**src/rtl/lf_idf_pkg.sv**
```systemverilog
`timescale 1ns/1ps
package lf_idf_pkg;
  localparam int unsigned REG_AW = 4;
  localparam int unsigned REG_DW = 8;

  localparam logic [REG_AW-1:0] A_ID0  = 4'd0;
  localparam logic [REG_AW-1:0] A_MODE = 4'd4;
  localparam logic [REG_AW-1:0] A_FLAG = 4'd5;
  localparam logic [REG_AW-1:0] A_AUX  = 4'd6;
  localparam logic [REG_AW-1:0] A_TRIM = 4'd7;

  localparam logic [REG_DW-1:0] AUX_RESET = 8'h01;

  typedef enum logic [1:0] {
    FILT_OFF = 2'b00,
    FILT_PRI = 2'b01,
    FILT_SEC = 2'b10,
    FILT_ANY = 2'b11
  } filt_mode_e;

  typedef struct packed {
    logic err;
    logic match;
  } flags_t;
endpackage

```
**src/rtl/lf_idf_regs.sv**
```systemverilog
`timescale 1ns/1ps
module lf_idf_regs
  import lf_idf_pkg::*;
#(
  parameter int unsigned ID_W   = 16,
  parameter int unsigned DW     = 8,
  parameter int unsigned AW     = 4,
  parameter int unsigned N_TRIM = 2
) (
  input  logic                clk,
  input  logic                clr,
  input  logic                gen_rst,
  input  logic [AW-1:0]       bus_addr,
  input  logic                bus_we,
  input  logic [DW-1:0]       bus_wdata,
  output logic [DW-1:0]       bus_rdata,
  input  flags_t              flags,
  output logic [ID_W-1:0]     id_pri,
  output logic [ID_W-1:0]     id_sec,
  output filt_mode_e          mode,
  output logic                match_en,
  output logic                err_en,
  output logic [2:0]          az_sel,
  output logic [N_TRIM*DW-1:0] trim_flat,
  output logic [1:0]          flag_w1c
);
  localparam int unsigned BPI    = ID_W / DW;
  localparam int unsigned N_IDB  = 2 * BPI;
  localparam int unsigned TRIM_B = A_TRIM;

  logic [DW-1:0] idb_q  [N_IDB];
  logic [DW-1:0] trim_q [N_TRIM];
  logic [3:0]    mode_q;
  logic [3:0]    aux_q;
  logic [DW-1:0] rd_mux;

  genvar gi;
  generate
    for (gi = 0; gi < N_IDB; gi++) begin : g_idb
      always_ff @(posedge clk) begin
        if (clr)
          idb_q[gi] <= '0;
        else if (bus_we && bus_addr == AW'(gi))
          idb_q[gi] <= bus_wdata;
      end
    end
    for (gi = 0; gi < BPI; gi++) begin : g_idpack
      assign id_pri[ID_W-1-gi*DW -: DW] = idb_q[gi];
      assign id_sec[ID_W-1-gi*DW -: DW] = idb_q[BPI+gi];
    end
    for (gi = 0; gi < N_TRIM; gi++) begin : g_trim
      always_ff @(posedge clk) begin
        if (clr)
          trim_q[gi] <= '0;
        else if (bus_we && aux_q[3] && bus_addr == AW'(TRIM_B + gi))
          trim_q[gi] <= bus_wdata;
      end
      assign trim_flat[gi*DW +: DW] = trim_q[gi];
    end
  endgenerate

  always_ff @(posedge clk) begin
    if (clr) begin
      mode_q <= '0;
      aux_q  <= AUX_RESET[3:0];
    end else if (bus_we) begin
      if (bus_addr == A_MODE) mode_q <= bus_wdata[3:0];
      if (bus_addr == A_AUX)  aux_q  <= bus_wdata[3:0];
    end
  end

  assign mode     = filt_mode_e'(mode_q[1:0]);
  assign match_en = mode_q[2];
  assign err_en   = mode_q[3];
  assign az_sel   = aux_q[2:0];
  assign flag_w1c = (bus_we && bus_addr == A_FLAG) ? bus_wdata[1:0] : 2'b00;

  always_comb begin
    rd_mux = '0;
    for (int i = 0; i < N_IDB; i++)
      if (bus_addr == AW'(i)) rd_mux = idb_q[i];
    for (int i = 0; i < N_TRIM; i++)
      if (bus_addr == AW'(TRIM_B + i)) rd_mux = trim_q[i];
    if (bus_addr == A_MODE) rd_mux = {{(DW-4){1'b0}}, mode_q};
    if (bus_addr == A_FLAG) rd_mux = {{(DW-2){1'b0}}, flags.err, flags.match};
    if (bus_addr == A_AUX)  rd_mux = {{(DW-4){1'b0}}, aux_q};
  end

  always_ff @(posedge clk) begin
    if (clr || gen_rst)
      bus_rdata <= '0;
    else
      bus_rdata <= rd_mux;
  end


  trim_locked_chk: assert property (@(posedge clk) disable iff (clr)
    (bus_we && !aux_q[3] && bus_addr == AW'(TRIM_B)) |=> $stable(trim_q[0]));


  gen_rst_rdata_chk: assert property (@(posedge clk) disable iff (clr)
    gen_rst |=> (bus_rdata == '0));
endmodule

```
**src/rtl/lf_idf_cmp.sv**
```systemverilog
`timescale 1ns/1ps
module lf_idf_cmp
  import lf_idf_pkg::*;
#(
  parameter int unsigned ID_W = 16
) (
  input  logic [ID_W-1:0] rx_id,
  input  logic [ID_W-1:0] id_pri,
  input  logic [ID_W-1:0] id_sec,
  input  filt_mode_e      mode,
  output logic            is_match,
  output logic            is_miss
);
  localparam int unsigned N_REF = 2;

  logic [ID_W-1:0]  ref_id [N_REF];
  logic [N_REF-1:0] hit;

  assign ref_id[0] = id_pri;
  assign ref_id[1] = id_sec;

  genvar gi;
  generate
    for (gi = 0; gi < N_REF; gi++) begin : g_cmp
      assign hit[gi] = (rx_id == ref_id[gi]);
    end
  endgenerate

  always_comb begin
    unique case (mode)
      FILT_OFF: is_match = 1'b1;
      FILT_PRI: is_match = hit[0];
      FILT_SEC: is_match = hit[1];
      FILT_ANY: is_match = |hit;
      default:  is_match = 1'b0;
    endcase
    is_miss = !is_match;
  end
endmodule

```
**src/rtl/lf_idf_flags.sv**
```systemverilog
`timescale 1ns/1ps
module lf_idf_flags
  import lf_idf_pkg::*;
(
  input  logic       clk,
  input  logic       clr,
  input  logic       msg_valid,
  input  logic       is_match,
  input  logic       is_miss,
  input  logic       match_en,
  input  logic       err_en,
  input  logic [1:0] flag_w1c,
  output flags_t     flags,
  output logic       host_wake
);
  logic set_match, set_err;

  assign set_match = msg_valid && match_en && is_match;
  assign set_err   = msg_valid && err_en && is_miss;

  always_ff @(posedge clk) begin
    if (clr) begin
      flags     <= '0;
      host_wake <= 1'b0;
    end else begin
      flags.match <= (flags.match && !flag_w1c[0]) || set_match;
      flags.err   <= (flags.err   && !flag_w1c[1]) || set_err;
      host_wake   <= (flags.match && match_en) || (flags.err && err_en);
    end
  end


  miss_ignored_chk: assert property (@(posedge clk) disable iff (clr)
    (msg_valid && is_miss && !err_en && flag_w1c == 2'b00) |=> $stable(flags));


  err_needs_en_chk: assert property (@(posedge clk) disable iff (clr)
    $rose(flags.err) |-> $past(err_en));


  wake_gate_chk: assert property (@(posedge clk) disable iff (clr)
    (!match_en && !err_en) |=> !host_wake);


  set_wins_chk: assert property (@(posedge clk) disable iff (clr)
    (msg_valid && match_en && is_match) |=> flags.match);
endmodule

```
**src/rtl/lf_id_filter.sv**
```systemverilog
`timescale 1ns/1ps
module lf_id_filter
  import lf_idf_pkg::*;
#(
  parameter int unsigned ID_W   = 16,
  parameter int unsigned DW     = REG_DW,
  parameter int unsigned AW     = REG_AW,
  parameter int unsigned N_TRIM = 2
) (
  input  logic            clk,
  input  logic            por_rst,
  input  logic            rx_soft_rst,
  input  logic            gen_rst,
  input  logic [AW-1:0]   bus_addr,
  input  logic            bus_we,
  input  logic [DW-1:0]   bus_wdata,
  output logic [DW-1:0]   bus_rdata,
  input  logic            msg_valid,
  input  logic [ID_W-1:0] msg_id,
  output logic            host_wake,
  output logic [2:0]      az_sel,
  output logic [DW-1:0]   trim_a,
  output logic [DW-1:0]   trim_b
);
  logic                 clr;
  logic [ID_W-1:0]      id_pri, id_sec;
  filt_mode_e           mode;
  logic                 match_en, err_en;
  logic [N_TRIM*DW-1:0] trim_flat;
  logic [1:0]           flag_w1c;
  flags_t               flags;
  logic                 is_match, is_miss;

  assign clr = por_rst || rx_soft_rst;

  lf_idf_regs #(.ID_W(ID_W), .DW(DW), .AW(AW), .N_TRIM(N_TRIM)) i_regs (
    .clk(clk), .clr(clr), .gen_rst(gen_rst),
    .bus_addr(bus_addr), .bus_we(bus_we), .bus_wdata(bus_wdata),
    .bus_rdata(bus_rdata), .flags(flags),
    .id_pri(id_pri), .id_sec(id_sec), .mode(mode),
    .match_en(match_en), .err_en(err_en), .az_sel(az_sel),
    .trim_flat(trim_flat), .flag_w1c(flag_w1c)
  );

  lf_idf_cmp #(.ID_W(ID_W)) i_cmp (
    .rx_id(msg_id), .id_pri(id_pri), .id_sec(id_sec), .mode(mode),
    .is_match(is_match), .is_miss(is_miss)
  );

  lf_idf_flags i_flags (
    .clk(clk), .clr(clr), .msg_valid(msg_valid),
    .is_match(is_match), .is_miss(is_miss),
    .match_en(match_en), .err_en(err_en), .flag_w1c(flag_w1c),
    .flags(flags), .host_wake(host_wake)
  );

  assign trim_a = trim_flat[0 +: DW];
  assign trim_b = trim_flat[DW +: DW];
endmodule

```
**config.mk**
```make
export PLATFORM = sky130hd
export DESIGN_NAME = lf_id_filter
export DESIGN_NICKNAME = d
export VERILOG_FILES = /design/src/rtl/lf_idf_pkg.sv /design/src/rtl/lf_idf_regs.sv /design/src/rtl/lf_idf_cmp.sv /design/src/rtl/lf_idf_flags.sv /design/src/rtl/lf_id_filter.sv
export SDC_FILE = /design/constraint.sdc
export NUM_CORES = 1
export LEC_CHECK = 0
export CAP_MARGIN = 20
export CORE_MARGIN = 1.5
export CORE_UTILIZATION = 52
export DETAILED_ROUTE_END_ITERATION = 12
export PLACE_DENSITY = 0.76
export SLEW_MARGIN = 10
export SYNTH_ARGS = -nofsm -noshare
export SYNTH_HDL_FRONTEND = slang
export SYNTH_SLANG_ARGS = --single-unit
```
**constraint.sdc**
```tcl
create_clock -name clk -period 2.1 [get_ports clk]
set_clock_uncertainty 0.1 [all_clocks]
set_input_delay 0.21 -clock clk [delete_from_list [all_inputs] [get_ports clk]]
set_output_delay 0.21 -clock clk [all_outputs]
set_load 0.02 [all_outputs]
```
# [Yosys cells after proc, flatten, opt, wreduce, memory -nomap -nowiden]
# Memory sizes are Yosys's and may differ from the RTL's.
# Cells that the tools add are included.
[totals] reg_bits=19 ramBits=48 in_bits=34 output_inout_bits=28 elab_cells=95 memories=2
[memory_table] memory="i_regs.idb_q" words=4 width=8 rd=4 rd_clocked_by_memory_dff=0 wr=4 line="lf_idf_regs.sv:31" source="logic [DW-1:0] idb_q [N_IDB];"
[memory_table] memory="i_regs.trim_q" words=2 width=8 rd=2 rd_clocked_by_memory_dff=0 wr=2 line="lf_idf_regs.sv:32" source="logic [DW-1:0] trim_q [N_TRIM];"
[classes] eq_ne=13 muxes=37 bitwise_logic=6 n_reduce_logical=30
[ops] operator="8-bit two-way mux" count=12
[ops] operator="16-bit == test" count=2
[ops] operator="1-bit two-way mux" count=20
[ops] operator="4-bit by 3-bit == test with 1-bit output, second input constant" count=4
[ops] operator="1-bit logical AND" count=16
[ops] operator="4-bit two-way mux" count=3
[ops] operator="4-bit by 2-bit == test with 1-bit output, second input constant" count=2
[ops] operator="1-bit bitwise OR" count=6
[ops] operator="1-bit logical OR" count=5
[ops] operator="2-bit == test, second input constant" count=2
[ops] operator="4-bit by 1-bit == test with 1-bit output, second input constant" count=1
[ops] operator="4-bit == test, second input constant" count=1
[ops] operator="4-bit logical NOT" count=1
[ops] operator="1-bit case mux with 4 select lines" count=1
[ops] operator="2-bit AND reduction" count=2
[ops] operator="4-bit OR reduction" count=1
[ops] operator="1-bit logical NOT" count=3
[ops] operator="2-bit by 1-bit == test with 1-bit output, second input constant" count=1
[ops] operator="2-bit logical NOT" count=1
[ops] operator="2-bit two-way mux" count=1
[ops] operator="2-bit OR reduction" count=1

# [Logic depth before layout (Yosys ltp)]
[logic_depth] ltp_word=10 ltp_mapped=7 depth_no_buf=5

# [Modules after synthesis]
# From an unflattened synthesis, not the netlist that was laid out.
[hier_totals] hier_cells=318 area_unflattened_um2=3614.7
[modules_own_cells] mod="lf_idf_regs" instances=1 cells_each=259 area_each_um2=3131.8 seq_area_each_um2=1761.7
[modules_own_cells] mod="lf_idf_cmp" instances=1 cells_each=47 area_each_um2=372.9 seq_area_each_um2=0.0
[modules_own_cells] mod="lf_idf_flags" instances=1 cells_each=11 area_each_um2=103.8 seq_area_each_um2=60.1
[modules_own_cells] mod="lf_id_filter" instances=1 cells_each=1 area_each_um2=6.3 seq_area_each_um2=0.0

# [Worst setup path after synthesis]
# OpenSTA, ideal clock, no wires.
[synth_timing] kind="input port to flip-flop" from="in bus_addr[0]" to="mem i_regs.idb_q[0][0], enable pin" setup_time_ns=0.384 arrival_ns=1.479 required_time_ns=1.616 slack_ns=0.137 path_stages=4 n_path_buf=2 path_cell_list="buf_4 > buf_2 > or2_2 > o21ai_0"
[synth_rtl] item="start: declaration" line="lf_id_filter.sv:14" source="input logic [AW-1:0] bus_addr,"
[synth_rtl] item="end: declaration" line="lf_idf_regs.sv:31"

# [Final worst setup path]
[layout_timing] from="in bus_addr[1]" to="reg i_regs.bus_rdata[7]"
[layout_via] elab_chain_len=7 elab_cells_between_ends=16 classes_between="eq/ne: 8; mux: 6; reduce/logical: 2"
[layout_lines] item="4-bit logical NOT" line="lf_idf_regs.sv:81" source="if (bus_addr == AW'(i)) rd_mux = idb_q[i];"
[layout_lines] item="8-bit two-way mux (4 in series)" line="lf_idf_regs.sv:81"
[layout_lines] item="8-bit two-way mux (2 in series)" line="lf_idf_regs.sv:83" source="if (bus_addr == AW'(TRIM_B + i)) rd_mux = trim_q[i];"
[layout_lines] item="end signal: assignment" line="lf_idf_regs.sv:93" source="bus_rdata <= rd_mux;"
[layout_lines] item="end: declaration" line="lf_idf_regs.sv:16" source="output logic [DW-1:0] bus_rdata,"
# Parallel ways exist; a longest one is shown, timed or not.
# A chain may end at the register's enable or synchronous reset.

==> impl_metrics.yaml <==
logic_synthesis:
  synth_edf_count: 48
  synth_largest_area_cell: "edfxtp_1"
  synth_area_per_cell_um2: 12.0
  synth_nets: 310
  yosysTopAreaCellShare: 0.434
  yosys_warnings: 0
  yosysSeqAreaShare: 0.548
  ys_types: 36
  ys_seq_elements: 67
  syn_inst: 276
  syn_area_um2: 3320
  async_flop_share: 0
  dominantRegCellSynth: "edfxtp_1"
  synth.area.top_cells: "edfxtp_1, dfxtp_1, and2_1, xnor2_1, mux4_2"
final_layout:
  diodes: 0
  fin_cells: 442
  fill_cells: 445
  final_nets: 396
  mostFrequentLayoutCell: "clkdlybuf4s50_1"
  final_cell_mix: "clkdlybuf4s50_1, and2_1, edfxtp_1"
  final_util: 0.714
  syn_to_final_growth_pct: 30.4
  postLayoutCellArea_um2: 4330
  layout-drive-gt1-share: 0.136
floorplan:
  initial_utilization: 0.548
  std_cell_rows: 28
  pin_count: 62
  die_w_um: 82.9
  die_h_um: 82.9
  core_area_um2: 6060
  die-area_um2: 6880
critical_path:
  end_kind: "flip-flop"
  path_max_fanout: 3
  cp_data_required_time_ns: 2.23
  worst-r2r-setup-slack_ns: 0.36
  worstPathArrival_ns: 1.93
  crit_type: "input port to flip-flop"
  cp-start-kind: "input port"
sta:
  worst_pin_slew_ns: 0.542
  rsz0062_at_grt: "false"
  hold_viol: 0
  finalSetupTns_ns: 0
  hold_ws_ns: 0.342
  max_slew_margin: 0.637
  report.final.slew_viol_count: 0
  min_period_over_period: 0.857
  fin_crit_ns: 1.80
  max_freq_mhz: 556
  setup_viol: 0
run:
  maxCapViolCount: 0
global_route:
  grt_pass1_wl_mm: 13.6
  grt_usage: 0.266
  antenna_found_initial: 0
  grt_max_degree: 17
  grt_overflow: 0
  first_global_vias: 2567
clocking:
  clk_latency_ns: 0.35
  htree_levels: 3
  cts_resized: 0
  cts.sinks: 67
  cts_max_path_buffers: 2
  clockRootBuffer: "clkbuf_8"
  path_clk_slew_ns: 0.07
  cts_buffers: 9
  cts-hold-fix-buffers: 0
  post_cts_buffers: 0
  cts_tree: "done"
power:
  p_seq_frac: 0.529
  ir_worst_vdd_v: 0.000466
  p_switching_mw: 0.714
  swShare: 0.252
  p_leak_nw: 1.62
  internal-power_mw: 2.12
  clock_power_share: 0.336
  pwr-share-comb: 0.135
  power.density_nw_per_um2: 654
placed_design:
  dp.cells: 426
  port_buffers: 61
  hpwl_mm: 6.38
  place.gp.congestion: 0.901
  dpl_cell_area_um2: 4170
detailed_routing:
  viasPerCell: 5.88
  drc: 0
  route.vias.total: 2599
  drt_iter0_drc: 302
  detail_route.wl_per_cell_um: 19.6
  antenna_left: 0
  dr.pass1.iters: 5
  drt-total-wl_mm: 8.69
outcome:
  outcome: "complete, no violations"
min_path:
  hp-class: "input port to flip-flop"
==> synthesized netlist by cell type (5+ instances only) <==
cell type  instances
xor2_1             8
nor3_1             5
mux4_2             7
nand2_1           11
nor2b_1            7
a222oi_1           5
o21ai_0            9
dfxtp_1           19
and3_1             5
edfxtp_1          48
mux2i_1            9
buf_4              5
nand4_1            7
nor2_1            23
and2_1            49
xnor2_1           24
==> flip-flops by register name (all words and copies together) (netlist names) <==
| signal | cells |
|---|---|
| i_regs.mode_q | 4 |
| i_regs.bus_rdata | 8 |
| i_flags.host_wake | 1 |
| i_flags.flags | 2 |
| i_regs.idb_q | 32 |
| i_regs.trim_q | 16 |
| i_regs.aux_q | 4 |
==> final cells by class <==
| cell class | instances | area [um2] | area share |
|---|---|---|---|
| multi-input cells | 197 | 1420 | 0.329 |
| repair buffers | 86 | 823 | 0.190 |
| clock inverters | 3 | 15.0 | 0.00347 |
| inverters | 1 | 3.75 | 0.000867 |
| clock buffers | 13 | 149 | 0.0344 |
| well taps | 75 | 93.8 | 0.0217 |
| flip-flops and latches | 67 | 1820 | 0.421 |
==> final timing paths <==
path                                    startpoint                              to  depth (start not counted)
setup / recovery                       bus_addr[1]  i_regs.bus_rdata[7]$_SDFF_PP0_                          5
hold / removal                             gen_rst  i_regs.bus_rdata[2]$_SDFF_PP0_                          2
setup reg to reg  i_regs.idb_q[0][3]$_SDFFCE_PN0P_  i_regs.bus_rdata[3]$_SDFF_PP0_                          4
hold reg to reg       i_regs.aux_q[0]$_SDFFE_PN1P_    i_regs.aux_q[0]$_SDFFE_PN1P_                          2
==> power by group through the flow <==
stage,Clock [mW],Sequential [mW],Combinational (mW)
6_report,0.950,1.50,0.382
5_1_grt,1.02,1.50,0.405
4_1_cts,0.953,1.50,0.381
3_5_place_dp,0,1.53,0.378
3_3_place_gp,0,1.53,0.375
2_1_floorplan,0,1.54,0.161
==> worst max-delay path: stages <==
cell and delay [ns]:
clkdlybuf4s50_1 0.56, buf_4 0.17, mux4_1 0.58, a222oi_1 0.34
nor2_1 0.07
==> cells by family (layout without fill, tap and decap cells) <==
| kind of cell | Yosys count | count (layout) | share of synthesized area |
|---|---|---|---|
| simple gates | 117 | 117 | 0.192 |
| flops | 67 | 67 | 0.548 |
| xor+xnor | 32 | 32 | 0.0844 |
| compound gates | 29 | 29 | 0.0633 |
| mux | 19 | 19 | 0.0893 |
| buf+inv | 12 | 103 | 0.0230 |
==> through the flow <==
stage          setup WS, ns  total power [mW]
2_1_floorplan         0.137              1.70
3_3_place_gp        -0.0421              1.90
3_5_place_dp        -0.0579              1.91
4_1_cts               0.306              2.83
5_1_grt               0.133              2.93
6_report              0.300              2.83
==> layer usage <==
layer  part of all wire  up-vias  GRT usage
li1                   -     1177          -
met4              0.023        0      0.106
met3              0.087       16     0.0616
met2               0.50      146      0.436
met1               0.39     1260      0.344
met5                  0        -          0
(Power assumes the default switching activity.)
